===== config.mk =====
export PLATFORM = sky130hd
export DESIGN_NAME = mcfe_front
export DESIGN_NICKNAME = d
export VERILOG_FILES = /design/src/rtl/mcfe_pkg.sv /design/src/rtl/mcfe_fifo.sv /design/src/rtl/mcfe_lane.sv /design/src/rtl/mcfe_front.sv
export SDC_FILE = /design/constraint.sdc
export NUM_CORES = 1
export LEC_CHECK = 0
export ABC_AREA = 1
export BUFFER_PORTS_ARGS = -buffer_cell sky130_fd_sc_hd__buf_2
export CORE_ASPECT_RATIO = 1.1
export CORE_MARGIN = 5
export CORE_UTILIZATION = 50
export CTS_BUF_LIST = sky130_fd_sc_hd__clkbuf_8
export DETAILED_ROUTE_END_ITERATION = 6
export PLACE_DENSITY = 0.79
export SETUP_SLACK_MARGIN = 0.05
export SLEW_MARGIN = 20
export SYNTH_ARGS = -nofsm -noshare
export SYNTH_HDL_FRONTEND = slang
export SYNTH_SLANG_ARGS = --single-unit
export TNS_END_PERCENT = 100

===== constraint.sdc =====
create_clock -name clk -period 3.1 [get_ports clk]
set_input_delay 0.62 -clock clk [delete_from_list [all_inputs] [get_ports clk]]
set_output_delay 0.62 -clock clk [all_outputs]
set_load 0.01 [all_outputs]

===== src/rtl/mcfe_pkg.sv =====
package mcfe_pkg;

  typedef enum logic [1:0] {
    OP_WRITE = 2'b00,
    OP_READ  = 2'b01,
    OP_RSV2  = 2'b10,
    OP_RSV3  = 2'b11
  } op_e;

  // lanes per user clock: four memory-clock slots divided by slots per burst
  function automatic int lanes_for_burst(input int burst);
    return (burst == 2) ? 4 : ((burst == 4) ? 2 : 1);
  endfunction

endpackage


===== src/rtl/mcfe_fifo.sv =====
module mcfe_fifo #(
  parameter int W     = 8,
  parameter int DEPTH = 8
) (
  input  logic         clk,
  input  logic         rst,
  input  logic         push,
  input  logic [W-1:0] din,
  input  logic         pop,
  output logic [W-1:0] dout,
  output logic         full,
  output logic         afull,
  output logic         empty,
  output logic         aempty
);
  localparam int PW = (DEPTH > 1) ? $clog2(DEPTH) : 1;
  localparam int CW = $clog2(DEPTH + 1);

  logic [W-1:0]  mem [DEPTH];
  logic [PW-1:0] wp, rp;
  logic [CW-1:0] cnt, cnt_nxt;
  logic          push_ok, pop_ok;

  assign push_ok = push & ~full;
  assign pop_ok  = pop & ~empty;
  assign cnt_nxt = cnt + CW'(push_ok) - CW'(pop_ok);

  function automatic logic [PW-1:0] bump(input logic [PW-1:0] p);
    return (p == PW'(DEPTH - 1)) ? '0 : p + PW'(1);
  endfunction

  // storage without reset so it maps onto RAM
  always_ff @(posedge clk) begin
    if (push_ok) mem[wp] <= din;
  end

  always_ff @(posedge clk) begin
    if (rst) begin
      wp     <= '0;
      rp     <= '0;
      cnt    <= '0;
      full   <= 1'b0;
      afull  <= 1'b0;
      empty  <= 1'b1;
      aempty <= 1'b1;
    end else begin
      if (push_ok) wp <= bump(wp);
      if (pop_ok)  rp <= bump(rp);
      cnt    <= cnt_nxt;
      full   <= (cnt_nxt == CW'(DEPTH));
      afull  <= (cnt_nxt >= CW'(DEPTH - 2));
      empty  <= (cnt_nxt == '0);
      aempty <= (cnt_nxt <= CW'(2));
    end
  end

  assign dout = mem[rp];

endmodule


===== src/rtl/mcfe_lane.sv =====
module mcfe_lane
  import mcfe_pkg::*;
#(
  parameter int AW    = 8,
  parameter int BW    = 2,
  parameter int DBW   = 8,
  parameter int MBW   = 2,
  parameter int DEPTH = 8,
  parameter int DM_EN = 1
) (
  input  logic             clk,
  input  logic             rst,
  input  logic             accept_en,
  input  logic [1:0]       op,
  input  logic [AW-1:0]    addr,
  input  logic [BW-1:0]    bank,
  input  logic             wr_en,
  input  logic [DBW-1:0]   wdata,
  input  logic [MBW-1:0]   wmask,
  output logic             cq_empty,
  output logic             cq_aempty,
  output logic             cq_full,
  output logic             cq_afull,
  output logic             wq_empty,
  output logic             wq_aempty,
  output logic             wq_full,
  output logic             wq_afull,
  input  logic             issue_pop,
  output logic             issue_valid,
  output logic             issue_is_rd,
  output logic [AW-1:0]    issue_addr,
  output logic [BW-1:0]    issue_bank,
  output logic [DBW-1:0]   issue_wdata,
  output logic [MBW-1:0]   issue_wmask,
  input  logic             ret_valid,
  input  logic [DBW-1:0]   ret_data,
  output logic             rd_valid,
  output logic [DBW-1:0]   rd_data,
  output logic [AW+BW-1:0] rd_tag
);
  localparam int CEW = 1 + BW + AW;
  localparam int TW  = AW + BW;

  logic           is_wr, is_rd, cmd_push, wd_push;
  logic [CEW-1:0] cmd_in, cmd_out;
  logic           head_rd, fire, wd_pop, tag_push, tag_pop;
  logic [TW-1:0]  tag_out;
  logic           tag_full, tag_empty, tag_afull_unused, tag_aempty_unused;

  assign is_wr    = (op_e'(op) == OP_WRITE) & wr_en;
  assign is_rd    = (op_e'(op) == OP_READ);
  assign cmd_push = accept_en & ((is_wr & ~wq_full) | is_rd);
  assign wd_push  = accept_en & is_wr & ~cq_full & ~wq_full;
  assign cmd_in   = {is_rd, bank, addr};

  mcfe_fifo #(.W(CEW), .DEPTH(DEPTH)) u_cmdq (
    .clk(clk), .rst(rst), .push(cmd_push), .din(cmd_in), .pop(fire),
    .dout(cmd_out), .full(cq_full), .afull(cq_afull),
    .empty(cq_empty), .aempty(cq_aempty)
  );

  assign head_rd     = cmd_out[CEW-1];
  assign issue_is_rd = head_rd;
  assign issue_bank  = cmd_out[AW +: BW];
  assign issue_addr  = cmd_out[AW-1:0];
  assign issue_valid = ~cq_empty & ~(head_rd & tag_full);
  assign fire        = issue_pop & issue_valid;
  assign wd_pop      = fire & ~head_rd;
  assign tag_push    = fire & head_rd;

  if (DM_EN != 0) begin : g_mask
    logic [DBW+MBW-1:0] wd_out;
    mcfe_fifo #(.W(DBW + MBW), .DEPTH(DEPTH)) u_wdq (
      .clk(clk), .rst(rst), .push(wd_push), .din({wmask, wdata}), .pop(wd_pop),
      .dout(wd_out), .full(wq_full), .afull(wq_afull),
      .empty(wq_empty), .aempty(wq_aempty)
    );
    assign issue_wdata = wd_out[DBW-1:0];
    assign issue_wmask = wd_out[DBW +: MBW];
  end else begin : g_nomask
    mcfe_fifo #(.W(DBW), .DEPTH(DEPTH)) u_wdq (
      .clk(clk), .rst(rst), .push(wd_push), .din(wdata), .pop(wd_pop),
      .dout(issue_wdata), .full(wq_full), .afull(wq_afull),
      .empty(wq_empty), .aempty(wq_aempty)
    );
    assign issue_wmask = '0;
  end

  // outstanding reads, oldest first
  mcfe_fifo #(.W(TW), .DEPTH(DEPTH)) u_tagq (
    .clk(clk), .rst(rst), .push(tag_push), .din({issue_bank, issue_addr}),
    .pop(tag_pop), .dout(tag_out), .full(tag_full), .afull(tag_afull_unused),
    .empty(tag_empty), .aempty(tag_aempty_unused)
  );

  assign tag_pop = ret_valid & ~tag_empty;

  always_ff @(posedge clk) begin
    if (rst) begin
      rd_valid <= 1'b0;
      rd_data  <= '0;
      rd_tag   <= '0;
    end else begin
      rd_valid <= tag_pop;
      if (tag_pop) begin
        rd_data <= ret_data;
        rd_tag  <= tag_out;
      end
    end
  end

endmodule


===== src/rtl/mcfe_front.sv =====
module mcfe_front
  import mcfe_pkg::*;
#(
  parameter int BURST = 2,
  parameter int AW    = 8,
  parameter int BW    = 2,
  parameter int DQW   = 4,
  parameter int DMW   = 1,
  parameter int DEPTH = 8,
  parameter int DM_EN = 1,
  localparam int NL   = lanes_for_burst(BURST),
  localparam int DBW  = DQW * BURST,
  localparam int MBW  = DMW * BURST,
  localparam int TW   = AW + BW
) (
  input  logic              clk,
  input  logic              rst,
  input  logic              calib_done,
  input  logic              cmd_en,
  input  logic [2*NL-1:0]   cmd,
  input  logic [AW*NL-1:0]  addr,
  input  logic [BW*NL-1:0]  bank,
  input  logic [NL-1:0]     wr_en,
  input  logic [DBW*NL-1:0] wr_data,
  input  logic [MBW*NL-1:0] wr_mask,
  output logic [NL-1:0]     cmdq_empty,
  output logic [NL-1:0]     cmdq_aempty,
  output logic [NL-1:0]     cmdq_full,
  output logic [NL-1:0]     cmdq_afull,
  output logic [NL-1:0]     wdq_empty,
  output logic [NL-1:0]     wdq_aempty,
  output logic [NL-1:0]     wdq_full,
  output logic [NL-1:0]     wdq_afull,
  input  logic [NL-1:0]     issue_pop,
  output logic [NL-1:0]     issue_valid,
  output logic [NL-1:0]     issue_is_rd,
  output logic [AW*NL-1:0]  issue_addr,
  output logic [BW*NL-1:0]  issue_bank,
  output logic [DBW*NL-1:0] issue_wdata,
  output logic [MBW*NL-1:0] issue_wmask,
  input  logic [NL-1:0]     ret_valid,
  input  logic [DBW*NL-1:0] ret_data,
  output logic [NL-1:0]     rd_valid,
  output logic [DBW*NL-1:0] rd_data,
  output logic [TW*NL-1:0]  rd_tag
);
  logic accept_en;
  assign accept_en = cmd_en & calib_done;

  for (genvar i = 0; i < NL; i++) begin : g_lane
    mcfe_lane #(
      .AW(AW), .BW(BW), .DBW(DBW), .MBW(MBW), .DEPTH(DEPTH), .DM_EN(DM_EN)
    ) u_lane (
      .clk(clk), .rst(rst), .accept_en(accept_en),
      .op(cmd[2*i +: 2]), .addr(addr[AW*i +: AW]), .bank(bank[BW*i +: BW]),
      .wr_en(wr_en[i]), .wdata(wr_data[DBW*i +: DBW]), .wmask(wr_mask[MBW*i +: MBW]),
      .cq_empty(cmdq_empty[i]), .cq_aempty(cmdq_aempty[i]),
      .cq_full(cmdq_full[i]), .cq_afull(cmdq_afull[i]),
      .wq_empty(wdq_empty[i]), .wq_aempty(wdq_aempty[i]),
      .wq_full(wdq_full[i]), .wq_afull(wdq_afull[i]),
      .issue_pop(issue_pop[i]), .issue_valid(issue_valid[i]),
      .issue_is_rd(issue_is_rd[i]), .issue_addr(issue_addr[AW*i +: AW]),
      .issue_bank(issue_bank[BW*i +: BW]), .issue_wdata(issue_wdata[DBW*i +: DBW]),
      .issue_wmask(issue_wmask[MBW*i +: MBW]),
      .ret_valid(ret_valid[i]), .ret_data(ret_data[DBW*i +: DBW]),
      .rd_valid(rd_valid[i]), .rd_data(rd_data[DBW*i +: DBW]),
      .rd_tag(rd_tag[TW*i +: TW])
    );
  end

endmodule


==> impl_results.md <==
- Placed standard-cell area: 53600 um^2
- Final antenna-violating net count: 0
- Buffers and inverters on the worst path: 5
- TritonCTS Sinks: 1252
- Io pins: 332
- Per-instance average area after synthesis: 11.8 um^2
- Global-route usage over all layers: 0.220
- Count of unique library cells instantiated by Yosys: 40
- Fraction of power consumed by combinational cells: 0.223
- Global-route wire length before repair: 186000 um
- Worst setup path class: reg -> out
- Data required time of the critical path: 2480 ps
- Library cell used as clock root buffer: sky130_fd_sc_hd__clkbuf_8
- Starting Density: 0.504
- Fill count: 7241
- Setup slack of the most critical reg-to-reg path: 260 ps
- Net count after synthesis: 4482
- Post-route cell area: 60400 um^2
- Slowest library cell on the worst path: sky130_fd_sc_hd__dfxtp_4
- Top post-synthesis cells by area: sky130_fd_sc_hd__edfxtp_1 (60%), sky130_fd_sc_hd__dfxtp_1 (10%), sky130_fd_sc_hd__nor2_1 (7.0%), sky130_fd_sc_hd__o21ai_0 (5.7%), sky130_fd_sc_hd__ha_1 (2.4%)
- CTS Buf Count: 192
- Unrepaired setup endpoints after global routing: yes
- CP Data Arrival Time: 2420 ps
- Fin nets: 5156
- Highest Clock Rate: 0.329 GHz
- Kind of end point of the critical path: primary output
- Clock power share: 0.318
- Fraction of final layout cells with drive strength greater than 1: 0.206
- Critical path's largest stage delay: 370 ps
- Register bit total from synthesis: 1252
- Cell seen most often among critical-path stages: sky130_fd_sc_hd__buf_12
- Vias after detailed routing: 34900
- Total placed cells including tap cells: 5814
- Layout Skew: 35.6 ps
- Switching part of the total: 0.301
- Core Box Area: 99000 um^2
- Insertion delay to the later sink of the worst-skew pair: 850 ps
- Status: finished, final reports clean
- Post-layout worst setup margin: 61.3 ps
- Summed instance area of the synthesized netlist: 49900 um^2
- Max-capacitance violation count: 0
- Sequential area share after synthesis: 0.702
- Kind of cell adding the most delay to the critical path: buffers and inverters
- Sum Neg Setup Slack: 0 ps
- Synthesis Warnings: 0
- Die W: 311 um
- Antenna violations before repair: 12
- Kind of start point of the critical path: flop
- Period utilization: 0.980
- Total number of placement rows: 121
- Area of combinational cells with multiple inputs: 12900 um^2
- Worst Hold Launch: wr_data[1]
- Post-detail-place hpwl: 73100 um
- Async set or reset register ratio after synthesis: 0
- Vias in the first global route: 34300
- Area share of the leading cell type in the synthesized netlist: 0.597
- Total count of max-transition violations in the final report: 0
- Kind of path behind the tightest hold check: in -> reg
- Routed length per placed instance: 19.4 um
- Final setup violation count: 0
- Buffer levels on the longest clock path: 3
- Pwr dens: 729 nW/um^2
- Clock slew seen by the registers of the worst setup and hold paths: 60 ps
- Area enclosed by the die boundary: 106000 um^2
- Largest area contributor in the netlist: sky130_fd_sc_hd__edfxtp_1
- Slew at the pin closest to its max-slew limit: 868 ps
- TritonCTS clock tree: built
- Maximum number of pins on one net before global-route repair: 86
- Total overflow reported by the global router: 0
- DRC violation count after routing: 0
- Port buffer count: 331
- Last weighted congestion value of the routability-driven placer: 0.811
- Post-layout minimum cycle time: 3040 ps
- LEAKAGE: 23.1 nW
- Combined flip-flop and latch cell area: 35000 um^2
- Crit-path cells: buf_12 -> clkinv_8 -> buf_12 -> nor2_1 -> o22ai_2 -> nor2_2 -> a31oi_1 -> buf_4 -> buf_6
- Total power after layout: 44.0 mW
- Die Ht: 341 um
- Area growth from synthesis to layout: 21.1%
- Slew HR: 0.420
- Post-placement setup slack: -58.1 ps
- Avg Vias per Cell: 5.48
- Sequential group share of total power: 0.459
- Max H-tree Level: 4
- Number of DRC markers after the initial detailed-route iteration: 3220
- Internal Pwr Total: 30.8 mW
- Net switching power: 13.3 mW
- Maximum vdd ir drop: 0.000656 V
- Number of search-and-repair iterations in the first detailed-routing pass: 6
- Final standard cell count with taps included and fillers excluded: 6377
- Top flip-flop cell by instance count after synthesis: sky130_fd_sc_hd__edfxtp_1
- Final WL: 124000 um
- Number of enable flip-flop cells after synthesis: 992
- Mapped Cells: 4238
- Critical Path Fanout Max: 10
- Hold Violations, Final: 0
power groups by stage:
stage | registers [mW] | clock network, mW | logic (mW)
after floorplan | 20.3 | 0 | 5.73
after detailed placement | 20.5 | 0 | 8.51
after global routing | 20.3 | 15.1 | 10.8
after CTS | 20.2 | 14.2 | 9.04
final | 20.2 | 14.0 | 9.83
after global placement | 20.5 | 0 | 8.19
area by class of cell:
class | instances | share of cell area
multi-input combinational | 2448 | 0.214
timing repair inverter | 6 | 0.000704
tap | 1291 | 0.0267
clock inverter | 151 | 0.0184
inverter | 282 | 0.0187
clock buffer | 207 | 0.0472
sequential | 1252 | 0.580
timing repair buffer | 730 | 0.0941
antenna | 10 | 0.000414
path summary, 6_finish.rpt:
| check | endpoint | cells past startpoint |
|---|---|---|
| max reg2reg | g_lane[1].u_lane.u_tagq.full$_SDFF_PP0_ | 16 |
| min | g_lane[0].u_lane.g_mask.u_wdq.mem[1][1]$_DFFE_PP_ | 1 |
| max | issue_bank[6] | 9 |
| min reg2reg | g_lane[2].u_lane.u_cmdq.wp[0]$_SDFFE_PP0P_ | 2 |
per-stage QoR:
step,utilization,hold slack (ps)
after floorplan,-,463
after global placement,0.541,481
after detailed placement,0.541,491
after CTS,0.598,5.33
after global routing,0.610,40.5
final,0.610,100
cells by family (layout without fill, tap and decap cells):
kind of cell | after synthesis | after routing | share of synthesized area
and+or+nand+nor | 1329 | 1329 | 0.109
DFF | 1252 | 1252 | 0.702
AOI/OAI and AO/OA | 955 | 955 | 0.105
buffers and inverters | 538 | 1376 | 0.0451
adders and majority gates | 108 | 108 | 0.0289
xor gates and xnor gates | 36 | 36 | 0.00632
muxes | 20 | 20 | 0.00401
other | 0 | 10 | 0
per-layer routing:
layer,global-route usage,part of all wire,vias up
met3,0.0476,0.079,310
li1,-,-,16300
met1,0.266,0.38,16800
met2,0.387,0.51,1533
met4,0.0848,0.032,4
met5,0,0.00025,-
synth_stat cells, types with 14 or more instances:
cell type                  instances
sky130_fd_sc_hd__xor2_1           23
sky130_fd_sc_hd__nand2_2          15
sky130_fd_sc_hd__mux2i_1          20
sky130_fd_sc_hd__buf_2            14
sky130_fd_sc_hd__o21ai_0         568
sky130_fd_sc_hd__dfxtp_1         260
sky130_fd_sc_hd__ha_1             96
sky130_fd_sc_hd__a31oi_1         110
sky130_fd_sc_hd__o21ai_1          14
sky130_fd_sc_hd__clkbuf_1        180
sky130_fd_sc_hd__a21oi_1          82
sky130_fd_sc_hd__o22ai_1         140
sky130_fd_sc_hd__a211oi_1         15
sky130_fd_sc_hd__nor3_1           52
sky130_fd_sc_hd__nor2_1          936
sky130_fd_sc_hd__inv_1           253
sky130_fd_sc_hd__nand2_1         245
sky130_fd_sc_hd__nand3_1          41
sky130_fd_sc_hd__buf_4            46
sky130_fd_sc_hd__inv_2            25
sky130_fd_sc_hd__edfxtp_1        992
state kept, by name, summed over array words and instances, names as in the netlist, 12 cells and up, named ones only:
signal	cells
g_lane.u_lane.u_cmdq.mem	352
g_lane.u_lane.u_tagq.rp	12
g_lane.u_lane.u_cmdq.rp	12
g_lane.u_lane.u_cmdq.cnt	16
g_lane.u_lane.g_mask.u_wdq.wp	12
g_lane.u_lane.rd_data	32
g_lane.u_lane.u_tagq.cnt	16
g_lane.u_lane.u_tagq.wp	12
g_lane.u_lane.rd_tag	40
g_lane.u_lane.g_mask.u_wdq.cnt	16
g_lane.u_lane.u_cmdq.wp	12
g_lane.u_lane.u_tagq.mem	320
g_lane.u_lane.g_mask.u_wdq.mem	320
g_lane.u_lane.g_mask.u_wdq.rp	12
timing repair:
item,in CTS,in global routing
cloned,6,18
pin swaps,2,38
gates resized for setup,87,128
hold buffers,109,0
endpoints found under the hold margin,655,0
setup buffers,17,45
setup endpoints to repair,80,84
cells in the final DEF (no fill, tap or decap), types with 29 or more instances in the layout:
cell type and count:
sky130_fd_sc_hd__edfxtp_1 992, sky130_fd_sc_hd__nor2_1 919, sky130_fd_sc_hd__o21ai_0 541, sky130_fd_sc_hd__buf_2 319, sky130_fd_sc_hd__inv_1 315, sky130_fd_sc_hd__nand2_1 245
sky130_fd_sc_hd__dfxtp_1 244, sky130_fd_sc_hd__buf_4 236, sky130_fd_sc_hd__clkbuf_8 207, sky130_fd_sc_hd__o22ai_1 136, sky130_fd_sc_hd__dlygate4sd3_1 109, sky130_fd_sc_hd__ha_1 96
sky130_fd_sc_hd__a31oi_1 92, sky130_fd_sc_hd__a21oi_1 82, sky130_fd_sc_hd__nor3_1 51, sky130_fd_sc_hd__nand3_1 41, sky130_fd_sc_hd__o21ai_1 37, sky130_fd_sc_hd__clkinv_1 29
Power figures use the tool's default switching activity.
